`config.mk`:
```
export PLATFORM = sky130hd
export DESIGN_NAME = irq_prio_ctrl
export DESIGN_NICKNAME = d
export VERILOG_FILES = /design/src/rtl/irq_pkg.sv /design/src/rtl/irq_addr_dec.sv /design/src/rtl/irq_ctrl_regs.sv /design/src/rtl/irq_arbiter.sv /design/src/rtl/irq_prio_ctrl.sv
export SDC_FILE = /design/constraint.sdc
export NUM_CORES = 1
export LEC_CHECK = 0
export ABC_AREA = 0
export BUFFER_PORTS_ARGS = -buffer_cell sky130_fd_sc_hd__buf_4
export CAP_MARGIN = 25
export CORE_ASPECT_RATIO = 0.7
export CORE_MARGIN = 2
export CORE_UTILIZATION = 40
export DETAILED_ROUTE_END_ITERATION = 8
export SLEW_MARGIN = 40
export SYNTH_ARGS = -nofsm -noshare
export SYNTH_HDL_FRONTEND = slang
export SYNTH_HIERARCHICAL = 1
export SYNTH_SLANG_ARGS = --single-unit
```
`constraint.sdc`:
```
create_clock -name clk -period 18.9 [get_ports clk]
set_clock_uncertainty 0.15 [all_clocks]
set_input_delay 1.89 -clock clk [delete_from_list [all_inputs] [get_ports clk]]
set_output_delay 1.89 -clock clk [all_outputs]
set_load 0.005 [all_outputs]
```
`src/rtl/irq_pkg.sv`:
```
package irq_pkg;
    localparam int ADDR_W  = 8;
    localparam int DATA_W  = 8;
    localparam int LVL_W   = 3;
    localparam int MAX_SRC = 12;

    // Byte address of the control register for each source index
    function automatic logic [ADDR_W-1:0] src_addr(input int idx);
        logic [ADDR_W-1:0] a;
        case (idx)
            0:  a = 8'h4D;
            1:  a = 8'h4E;
            2:  a = 8'h4F;
            3:  a = 8'h50;
            4:  a = 8'h51;
            5:  a = 8'h52;
            6:  a = 8'h56;
            7:  a = 8'h58;
            8:  a = 8'h59;
            9:  a = 8'h5A;
            10: a = 8'h5B;
            default: a = 8'h5C;
        endcase
        return a;
    endfunction
endpackage

```
`src/rtl/irq_addr_dec.sv`:
```
module irq_addr_dec #(
    parameter int NUM_SRC = irq_pkg::MAX_SRC
) (
    input  logic [irq_pkg::ADDR_W-1:0] addr,
    output logic [NUM_SRC-1:0]         sel
);
    for (genvar gi = 0; gi < NUM_SRC; gi++) begin : g_dec
        assign sel[gi] = (addr == irq_pkg::src_addr(gi));
    end

    // at most one register answers a given address
    always_comb begin
        a_r5_sel_onehot: assert ($onehot0(sel) || $isunknown(addr));
    end
endmodule

```
`src/rtl/irq_ctrl_regs.sv`:
```
module irq_ctrl_regs #(
    parameter int NUM_SRC = irq_pkg::MAX_SRC,
    parameter int LVL_W   = irq_pkg::LVL_W,
    parameter int DATA_W  = irq_pkg::DATA_W
) (
    input  logic                            clk,
    input  logic                            rst_n,
    input  logic                            wr_en,
    input  logic [NUM_SRC-1:0]              sel,
    input  logic [DATA_W-1:0]               wdata,
    input  logic [NUM_SRC-1:0]              src_req,
    input  logic [NUM_SRC-1:0]              ack_clr,
    output logic [NUM_SRC-1:0][LVL_W-1:0]   lvl_o,
    output logic [NUM_SRC-1:0]              pend_o
);
    localparam int PEND_BIT = LVL_W;

    typedef struct packed {
        logic [NUM_SRC-1:0]            pend;
        logic [NUM_SRC-1:0][LVL_W-1:0] lvl;
    } regs_t;

    regs_t regs_d, regs_q;

    always_comb begin
        regs_d = regs_q;
        for (int i = 0; i < NUM_SRC; i++) begin
            if (wr_en && sel[i]) begin
                regs_d.lvl[i] = wdata[LVL_W-1:0];
                if (!wdata[PEND_BIT]) begin
                    regs_d.pend[i] = 1'b0;
                end
            end
            if (ack_clr[i]) begin
                regs_d.pend[i] = 1'b0;
            end
            if (src_req[i]) begin
                regs_d.pend[i] = 1'b1;
            end
        end
    end

    always_ff @(posedge clk or negedge rst_n) begin
        if (!rst_n) begin
            regs_q <= '0;
        end else begin
            regs_q <= regs_d;
        end
    end

    assign lvl_o  = regs_q.lvl;
    assign pend_o = regs_q.pend;

    for (genvar gi = 0; gi < NUM_SRC; gi++) begin : g_chk
        // a request pulse always leaves the flag set
        a_r4_pulse_sets: assert property (@(posedge clk) disable iff (!rst_n)
            src_req[gi] |=> pend_o[gi]);
        // software can never raise a flag
        a_r3_no_soft_set: assert property (@(posedge clk) disable iff (!rst_n)
            (!src_req[gi] && !pend_o[gi]) |=> !pend_o[gi]);
        // acknowledge without a pulse clears the flag
        a_r8_ack_clears: assert property (@(posedge clk) disable iff (!rst_n)
            (ack_clr[gi] && !src_req[gi]) |=> !pend_o[gi]);
        // the level changes only through its own address
        a_r5_lvl_hold: assert property (@(posedge clk) disable iff (!rst_n)
            !(wr_en && sel[gi]) |=> $stable(lvl_o[gi]));
    end
endmodule

```
`src/rtl/irq_arbiter.sv`:
```
module irq_arbiter #(
    parameter int NUM_SRC = irq_pkg::MAX_SRC,
    parameter int LVL_W   = irq_pkg::LVL_W,
    parameter int IDX_W   = 4
) (
    input  logic [NUM_SRC-1:0]              pend,
    input  logic [NUM_SRC-1:0][LVL_W-1:0]   lvl,
    input  logic                            glob_ie,
    input  logic [LVL_W-1:0]                cpu_lvl,
    output logic                            valid,
    output logic [IDX_W-1:0]                win_idx,
    output logic [LVL_W-1:0]                win_lvl,
    output logic [NUM_SRC-1:0]              grant
);
    logic [NUM_SRC-1:0] elig;

    always_comb begin
        for (int i = 0; i < NUM_SRC; i++) begin
            elig[i] = pend[i] && glob_ie && (lvl[i] > cpu_lvl);
        end
    end

    // Scan upward; a later source replaces the best only with a strictly higher level
    always_comb begin
        valid   = 1'b0;
        win_idx = '0;
        win_lvl = '0;
        for (int i = 0; i < NUM_SRC; i++) begin
            if (elig[i] && (!valid || lvl[i] > win_lvl)) begin
                valid   = 1'b1;
                win_idx = IDX_W'(i);
                win_lvl = lvl[i];
            end
        end
        grant = '0;
        for (int i = 0; i < NUM_SRC; i++) begin
            grant[i] = valid && (win_idx == IDX_W'(i));
        end
    end
endmodule

```
`src/rtl/irq_prio_ctrl.sv`:
```
module irq_prio_ctrl #(
    parameter int NUM_SRC = irq_pkg::MAX_SRC,
    parameter int LVL_W   = irq_pkg::LVL_W,
    parameter int DATA_W  = irq_pkg::DATA_W,
    parameter int ADDR_W  = irq_pkg::ADDR_W,
    parameter int IDX_W   = 4
) (
    input  logic                 clk,
    input  logic                 rst_n,
    input  logic [NUM_SRC-1:0]   src_req,
    input  logic [ADDR_W-1:0]    bus_addr,
    input  logic                 bus_wr,
    input  logic [DATA_W-1:0]    bus_wdata,
    output logic [DATA_W-1:0]    bus_rdata,
    input  logic                 glob_ie,
    input  logic [LVL_W-1:0]     cpu_lvl,
    input  logic                 irq_ack,
    output logic                 irq_valid,
    output logic [IDX_W-1:0]     irq_src,
    output logic [LVL_W-1:0]     irq_lvl
);
    localparam int PAD_W = DATA_W - LVL_W - 1;

    logic [NUM_SRC-1:0]            sel;
    logic [NUM_SRC-1:0]            grant;
    logic [NUM_SRC-1:0]            ack_clr;
    logic [NUM_SRC-1:0]            pend;
    logic [NUM_SRC-1:0][LVL_W-1:0] lvl;

    irq_addr_dec #(.NUM_SRC(NUM_SRC)) u_dec (
        .addr (bus_addr),
        .sel  (sel)
    );

    assign ack_clr = grant & {NUM_SRC{irq_ack}};

    irq_ctrl_regs #(.NUM_SRC(NUM_SRC), .LVL_W(LVL_W), .DATA_W(DATA_W)) u_regs (
        .clk     (clk),
        .rst_n   (rst_n),
        .wr_en   (bus_wr),
        .sel     (sel),
        .wdata   (bus_wdata),
        .src_req (src_req),
        .ack_clr (ack_clr),
        .lvl_o   (lvl),
        .pend_o  (pend)
    );

    irq_arbiter #(.NUM_SRC(NUM_SRC), .LVL_W(LVL_W), .IDX_W(IDX_W)) u_arb (
        .pend    (pend),
        .lvl     (lvl),
        .glob_ie (glob_ie),
        .cpu_lvl (cpu_lvl),
        .valid   (irq_valid),
        .win_idx (irq_src),
        .win_lvl (irq_lvl),
        .grant   (grant)
    );

    always_comb begin
        bus_rdata = '0;
        for (int i = 0; i < NUM_SRC; i++) begin
            if (sel[i]) begin
                bus_rdata = {{PAD_W{1'b0}}, pend[i], lvl[i]};
            end
        end
    end

    // a presented request meets every gate
    a_r6_valid_gated: assert property (@(posedge clk) disable iff (!rst_n)
        irq_valid |-> (glob_ie && irq_lvl > cpu_lvl && pend[irq_src] && lvl[irq_src] == irq_lvl));
    // at most one source is granted
    a_r7_grant_onehot: assert property (@(posedge clk) disable iff (!rst_n)
        $onehot0(grant));
    // the unused upper bits never read back as 1
    a_r2_upper_zero: assert property (@(posedge clk) disable iff (!rst_n)
        bus_rdata[DATA_W-1:LVL_W+1] == '0);

    for (genvar gi = 0; gi < NUM_SRC; gi++) begin : g_prio
        // no eligible source outranks the presented one
        a_r7_no_higher: assert property (@(posedge clk) disable iff (!rst_n)
            (pend[gi] && glob_ie && lvl[gi] > cpu_lvl) |-> (irq_valid && irq_lvl >= lvl[gi]));
    end
endmodule

```
# Word level (Yosys, flattened, before mapping)
# Cells that the tools add are included.
[totals]
register_bits = 48
input_bits = 36
output_inout_bits = 16
elab_cells = 273
[op_classes]
n_lt_le_gt_ge = 23
eq_ne = 35
n_mux = 84
bitwise = 1
n_reduce_logical = 106
[op_table]
columns = ["operator", "count"]
rows = [
  ["$eq A8 B7 Y1 const B", 12],
  ["$mux W8", 11],
  ["$gt A3 B3 Y1", 23],
  ["$logic_and A1 B1 Y1", 59],
  ["$mux W1", 50],
  ["$mux W3", 16],
  ["$ne A3 B2 Y1 const B", 12],
  ["$reduce_bool A3 Y1", 12],
  ["$reduce_and A2 Y1", 12],
  ["$mux W4", 5],
  ["$eq A4 B3 Y1 const B", 4],
  ["$eq A4 B4 Y1 const B", 4],
  ["$and A12 B12 Y12", 1],
  ["$logic_not A1 Y1", 11],
  ["$logic_or A1 B1 Y1", 11],
  ["$eq A4 B2 Y1 const B", 2],
  ["$eq A4 B1 Y1 const B", 1],
  ["$logic_not A4 Y1", 1],
  ["$mux W2", 2],
]

# Depth between registers and ports, before layout
[depth]
depth_word = 52
depth_mapped = 104
mapped_depth_nobuf = 99

# By module
# Netlist, hierarchy kept.
[modules_own_cells]
columns = ["module", "instances", "cells_each", "area_per_inst_um2", "seq_area_each_um2"]
rows = [
  ["irq_arbiter", 1, 374, 2835.2, 0.0],
  ["irq_ctrl_regs", 1, 138, 2073.2, 1201.2],
  ["irq_prio_ctrl", 1, 109, 680.7, 0.0],
  ["irq_addr_dec", 1, 21, 130.1, 0.0],
]

# Worst setup path before layout
# OpenSTA, ideal clock, no wires.
[synth_timing]
kind = "input to output"
from = "input port cpu_lvl[1]"
to = "output port irq_src[2]"
arrival_time_ns = 17.307
t_required_ns = 16.860
slack_ns = -0.447
cell_stages = 91
n_path_buf = 5
cell_sequence = "inv_1 ha_1 nor2b_1 o311a_4 nand3_1 ha_1 a211oi_1 o211ai_1 and3_1 nor2_1 ha_1 nor2b_1 o21ai_0 a32o_1 a21oi_2 o31ai_1 ha_1 nor2b_1 [55 not listed] o311a_4 a21oi_1 ha_1 a21o_1 a21oi_1 a31oi_1 o21a_1 clkbuf_1 a21o_1 o21ai_1 ha_1 a21o_1 a21oi_1 a31oi_1 o21a_1 or2_2 a2111o_1 clkinv_1"
[synth_between]
elab_chain_cells = 47
word_cells_on_any_way = 98
[synth_rtl]
columns = ["item", "line_no", "source"]
rows = [
  ["start: declaration", "irq_prio_ctrl.sv:16", "input logic [LVL_W-1:0] cpu_lvl,"],
  ["$gt A3 B3 Y1", "irq_arbiter.sv:19", "elig[i] = pend[i] && glob_ie && (lvl[i] > cpu_lvl);"],
  ["$logic_and A1 B1 Y1", "irq_arbiter.sv:19", ""],
  ["$mux W3 / $mux W1 (equally long branches)", "irq_arbiter.sv:29", "if (elig[i] && (!valid || lvl[i] > win_lvl)) begin"],
  ["$gt A3 B3 Y1 / $logic_not A1 Y1 (equally long branches)", "irq_arbiter.sv:29", ""],
  ["$logic_or A1 B1 Y1", "irq_arbiter.sv:29", ""],
  ["$logic_and A1 B1 Y1", "irq_arbiter.sv:29", ""],
  ["$mux W3 / $mux W1 (equally long branches)", "irq_arbiter.sv:29", ""],
  ["$gt A3 B3 Y1 / $logic_not A1 Y1 (equally long branches)", "irq_arbiter.sv:29", ""],
  ["[31 not listed]", "n/a", ""],
  ["$gt A3 B3 Y1 / $logic_not A1 Y1 (equally long branches)", "irq_arbiter.sv:29", ""],
  ["$logic_or A1 B1 Y1", "irq_arbiter.sv:29", ""],
  ["$logic_and A1 B1 Y1", "irq_arbiter.sv:29", ""],
  ["$mux W3 / $mux W1 (equally long branches)", "irq_arbiter.sv:29", ""],
  ["$gt A3 B3 Y1 / $logic_not A1 Y1 (equally long branches)", "irq_arbiter.sv:29", ""],
  ["$logic_or A1 B1 Y1", "irq_arbiter.sv:29", ""],
  ["$logic_and A1 B1 Y1", "irq_arbiter.sv:29", ""],
  ["$mux W4 *", "irq_arbiter.sv:29", ""],
  ["end: declaration", "irq_prio_ctrl.sv:19", "output logic [IDX_W-1:0] irq_src,"],
]
# Every way passes the cells marked *; elsewhere a longest branch is shown, timed or not.

# Worst setup path in the final report
# Ends and elaborated chain as after synthesis.

==> results_dict.tcl <==
set metrics [dict create \
    reg2reg_from "u_regs/lvl_o[1]" \
    tns_ps -1420 \
    stdcell_area_mm2 0.00807 \
    status "complete, but fails checks" \
    p_leak_nw 3.62 \
    final_cell_count_no_fill 1003 \
    fmax_mhz 52.0 \
    hpwl_mm 14.3 \
    hold_depth 1 \
    slew_violations 0 \
    hp-class "register to register" \
    yosys.cell_types.count 85 \
    cts_max_path_buffers 2 \
    cp-end-kind "output pin" \
    yosysTopAreaCell "dfrtp_1" \
    async_flop_share 1.00 \
    cpMostUsedCell "a21oi_2" \
    port_buffers 43 \
    worstHoldStart "u_regs/lvl_o[12]" \
    fin_ws_ps -336 \
    cts_max_level 2 \
    drv_cap 0 \
    io_pins 52 \
    grt_setup_unrepaired "yes" \
    worst_slew_pin_slew_ps 751 \
    synthToLayoutAreaGrowth_pct 41.1 \
    clock_sinks 48 \
    synth_seq_cells 48 \
    cts_tree "done" \
    drt-pass1-iter-count 5 \
    synth_top_area_frac 0.210 \
    dieArea_mm2 0.0153 \
    die_h_um 104 \
    core_area_mm2 0.0140 \
    vdd_ir_drop_max_mv 0.0338 \
    synth_area_mm2 0.00572 \
    grt.total_usage 0.244 \
    drt-initial-drc-count 519 \
    grt_first_pass_wirelength_mm 29.9 \
    slew_headroom 0.494 \
    syn_area_per_cell_um2 8.91 \
    placedCellCount 935 \
    r2r_slack_ps 2490 \
    placed_cell_area_mm2 0.00686 \
    hold_viol 0 \
    fin_crit_sh 1.02 \
    min_to "u_regs/lvl_o[12]" \
    grt_overflow_total 0 \
    route.detailed.drc 0 \
    critPathArrivalTime_ps 17200 \
    ctsHoldBuffers 0 \
    failed_checks "negative setup slack" \
    grt_max_degree 49 \
    final_common_cell "buf_4" \
    final_cell_mix "176 x buf_4, 51 x ha_1, 48 x dfrtp_1" \
    cts_root_buf "clkbuf_16" \
    ys_warn_count 6 \
    slowest_delay_ps 420 \
    ys.flop_type "dfrtp_1" \
    holdWs_ps 405 \
    vias 5838 \
    synth_edf_count 0 \
    p_total_mw 0.364 \
    antenna_left 0 \
    reg2regPathDepth 92 \
    wl_mm 19.6 \
    setup_viol 7 \
    gp_congestion 0.949 \
    drive_gt1_frac 0.476 \
    reg2reg_to "u_regs/pend_o[6]" \
    initial_core_util 0.410 \
    ys_seq_area_frac 0.210 \
    grt_pass1_vias 5609 \
    crit_type "input port to output pin" \
    die_w_um 147 \
    finalCriticalPeriod_ps 19240 \
    antenna_cells 0 \
    synth_cells 642 \
    path_clk_slew_ps 60 \
    synthTopCellsByArea "dfrtp_1 21%, ha_1 15%, mux2_4 6.3%" \
    required_ps 16860 \
    drt-wirelength-per-cell_um 19.5 \
    worstSkewPairLatency_ps 290 \
    num-nets-final 915 \
    critPathLaunchType "input port" \
    cts-buffers-inserted 5 \
    worstPathMaxFanout 6 \
    vias_per_cell 5.82 \
    core.rowCount 36 \
    cellPowerDensity_mw_per_mm2 45.2 \
    antenna_found_initial 0 \
    crit_slowest_cell "a2111o_1" \
]
## Yosys cell counts (4+ instances only)
| cell | number |
|---|---|
| ha_1 | 67 |
| dfrtp_1 | 48 |
| inv_1 | 46 |
| nand2_1 | 42 |
| a21oi_1 | 38 |
| nor2b_1 | 31 |
| nor2_1 | 25 |
| mux2_4 | 24 |
| nor3_1 | 23 |
| nand3_1 | 19 |
| o21ai_0 | 19 |
| and2_1 | 18 |
| nand3b_1 | 17 |
| mux2_2 | 16 |
| nor3b_1 | 14 |
| a31o_2 | 13 |
| a21o_1 | 11 |
| a31oi_1 | 11 |
| o21a_1 | 10 |
| nand2_4 | 8 |
| o31ai_1 | 8 |
| buf_2 | 7 |
| clkbuf_1 | 7 |
| nand2b_1 | 7 |
| nor4_1 | 7 |
| a22oi_1 | 5 |
| buf_4 | 5 |
| buf_6 | 5 |
| a311oi_1 | 4 |
| a32oi_1 | 4 |
| and3_1 | 4 |
## registers in the layout (all words and copies together), names as in the netlist
register and cells:
u_regs/pend_o 12, u_regs/lvl_o 36
## critical path, delay by kind of cell
family | cells | cell delay (ps)
mux | 1 | 340
simple gates | 18 | 2480
buf+inv | 7 | 530
fa+ha+maj | 12 | 3190
compound gates | 51 | 8740
## routing by layer
metal,vias to the layer above,global-route usage,share of wire
li1,2724,-,-
met1,2882,0.375,0.49
met2,206,0.376,0.44
met3,26,0.0215,0.056
met4,0,0.0385,0.013
met5,-,0,0
## stage by stage
step / setup WS, ps / util
5_1_grt: -824 / 0.578
2_1_floorplan: 16.2 / -
4_1_cts: 1.39 / 0.541
6_report: -336 / 0.578
3_5_place_dp: -855 / 0.491
3_3_place_gp: -456 / 0.489
## worst max path at each step
stage / startpoint / slack, ps / end
6_report: cpu_lvl[1] / -340 / irq_src[2]
5_1_grt: cpu_lvl[1] / -820 / irq_src[2]
4_1_cts: cpu_lvl[2] / 1 / irq_src[2]
3_5_place_dp: cpu_lvl[1] / -850 / irq_src[2]
3_3_place_gp: cpu_lvl[1] / -460 / irq_src[2]
2_1_floorplan: cpu_lvl[1] / 20 / irq_src[2]
## cells by family after synthesis
group,Yosys count,synth area share
AND/OR/NAND/NOR,236,0.244
AO/OA/AOI/OAI,178,0.245
buffers and inverters,72,0.0588
adder cells (fa/ha/maj),67,0.147
flip-flops,48,0.210
multiplexers,40,0.0945
other,1,0.000656
## layout make-up
type / count / area (um2)
Sequential cell: 48 / 1200
Multi-Input combinational cell: 525 / 4880
Timing Repair Buffer: 185 / 1420
Fill cell: 1190 / 5890
Tap cell: 190 / 238
Clock buffer: 6 / 129
Clock inverter: 2 / 16.3
Inverter: 47 / 185
## power breakdown
part           leakage, nW  internal (mW)  total [mW]  switching [mW]
clock               0.0671         0.0493      0.0880          0.0386
combinational         2.95         0.0814       0.158          0.0766
sequential           0.604          0.107       0.118          0.0110
total                 3.62          0.238       0.364           0.126
## repair_timing
item	in CTS	in global routing
pin swaps	50	65
endpoints found under the setup margin	7	7
setup buffers	40	22
resized for setup	49	79
Note: power is estimated with default switching activity, not from simulation.
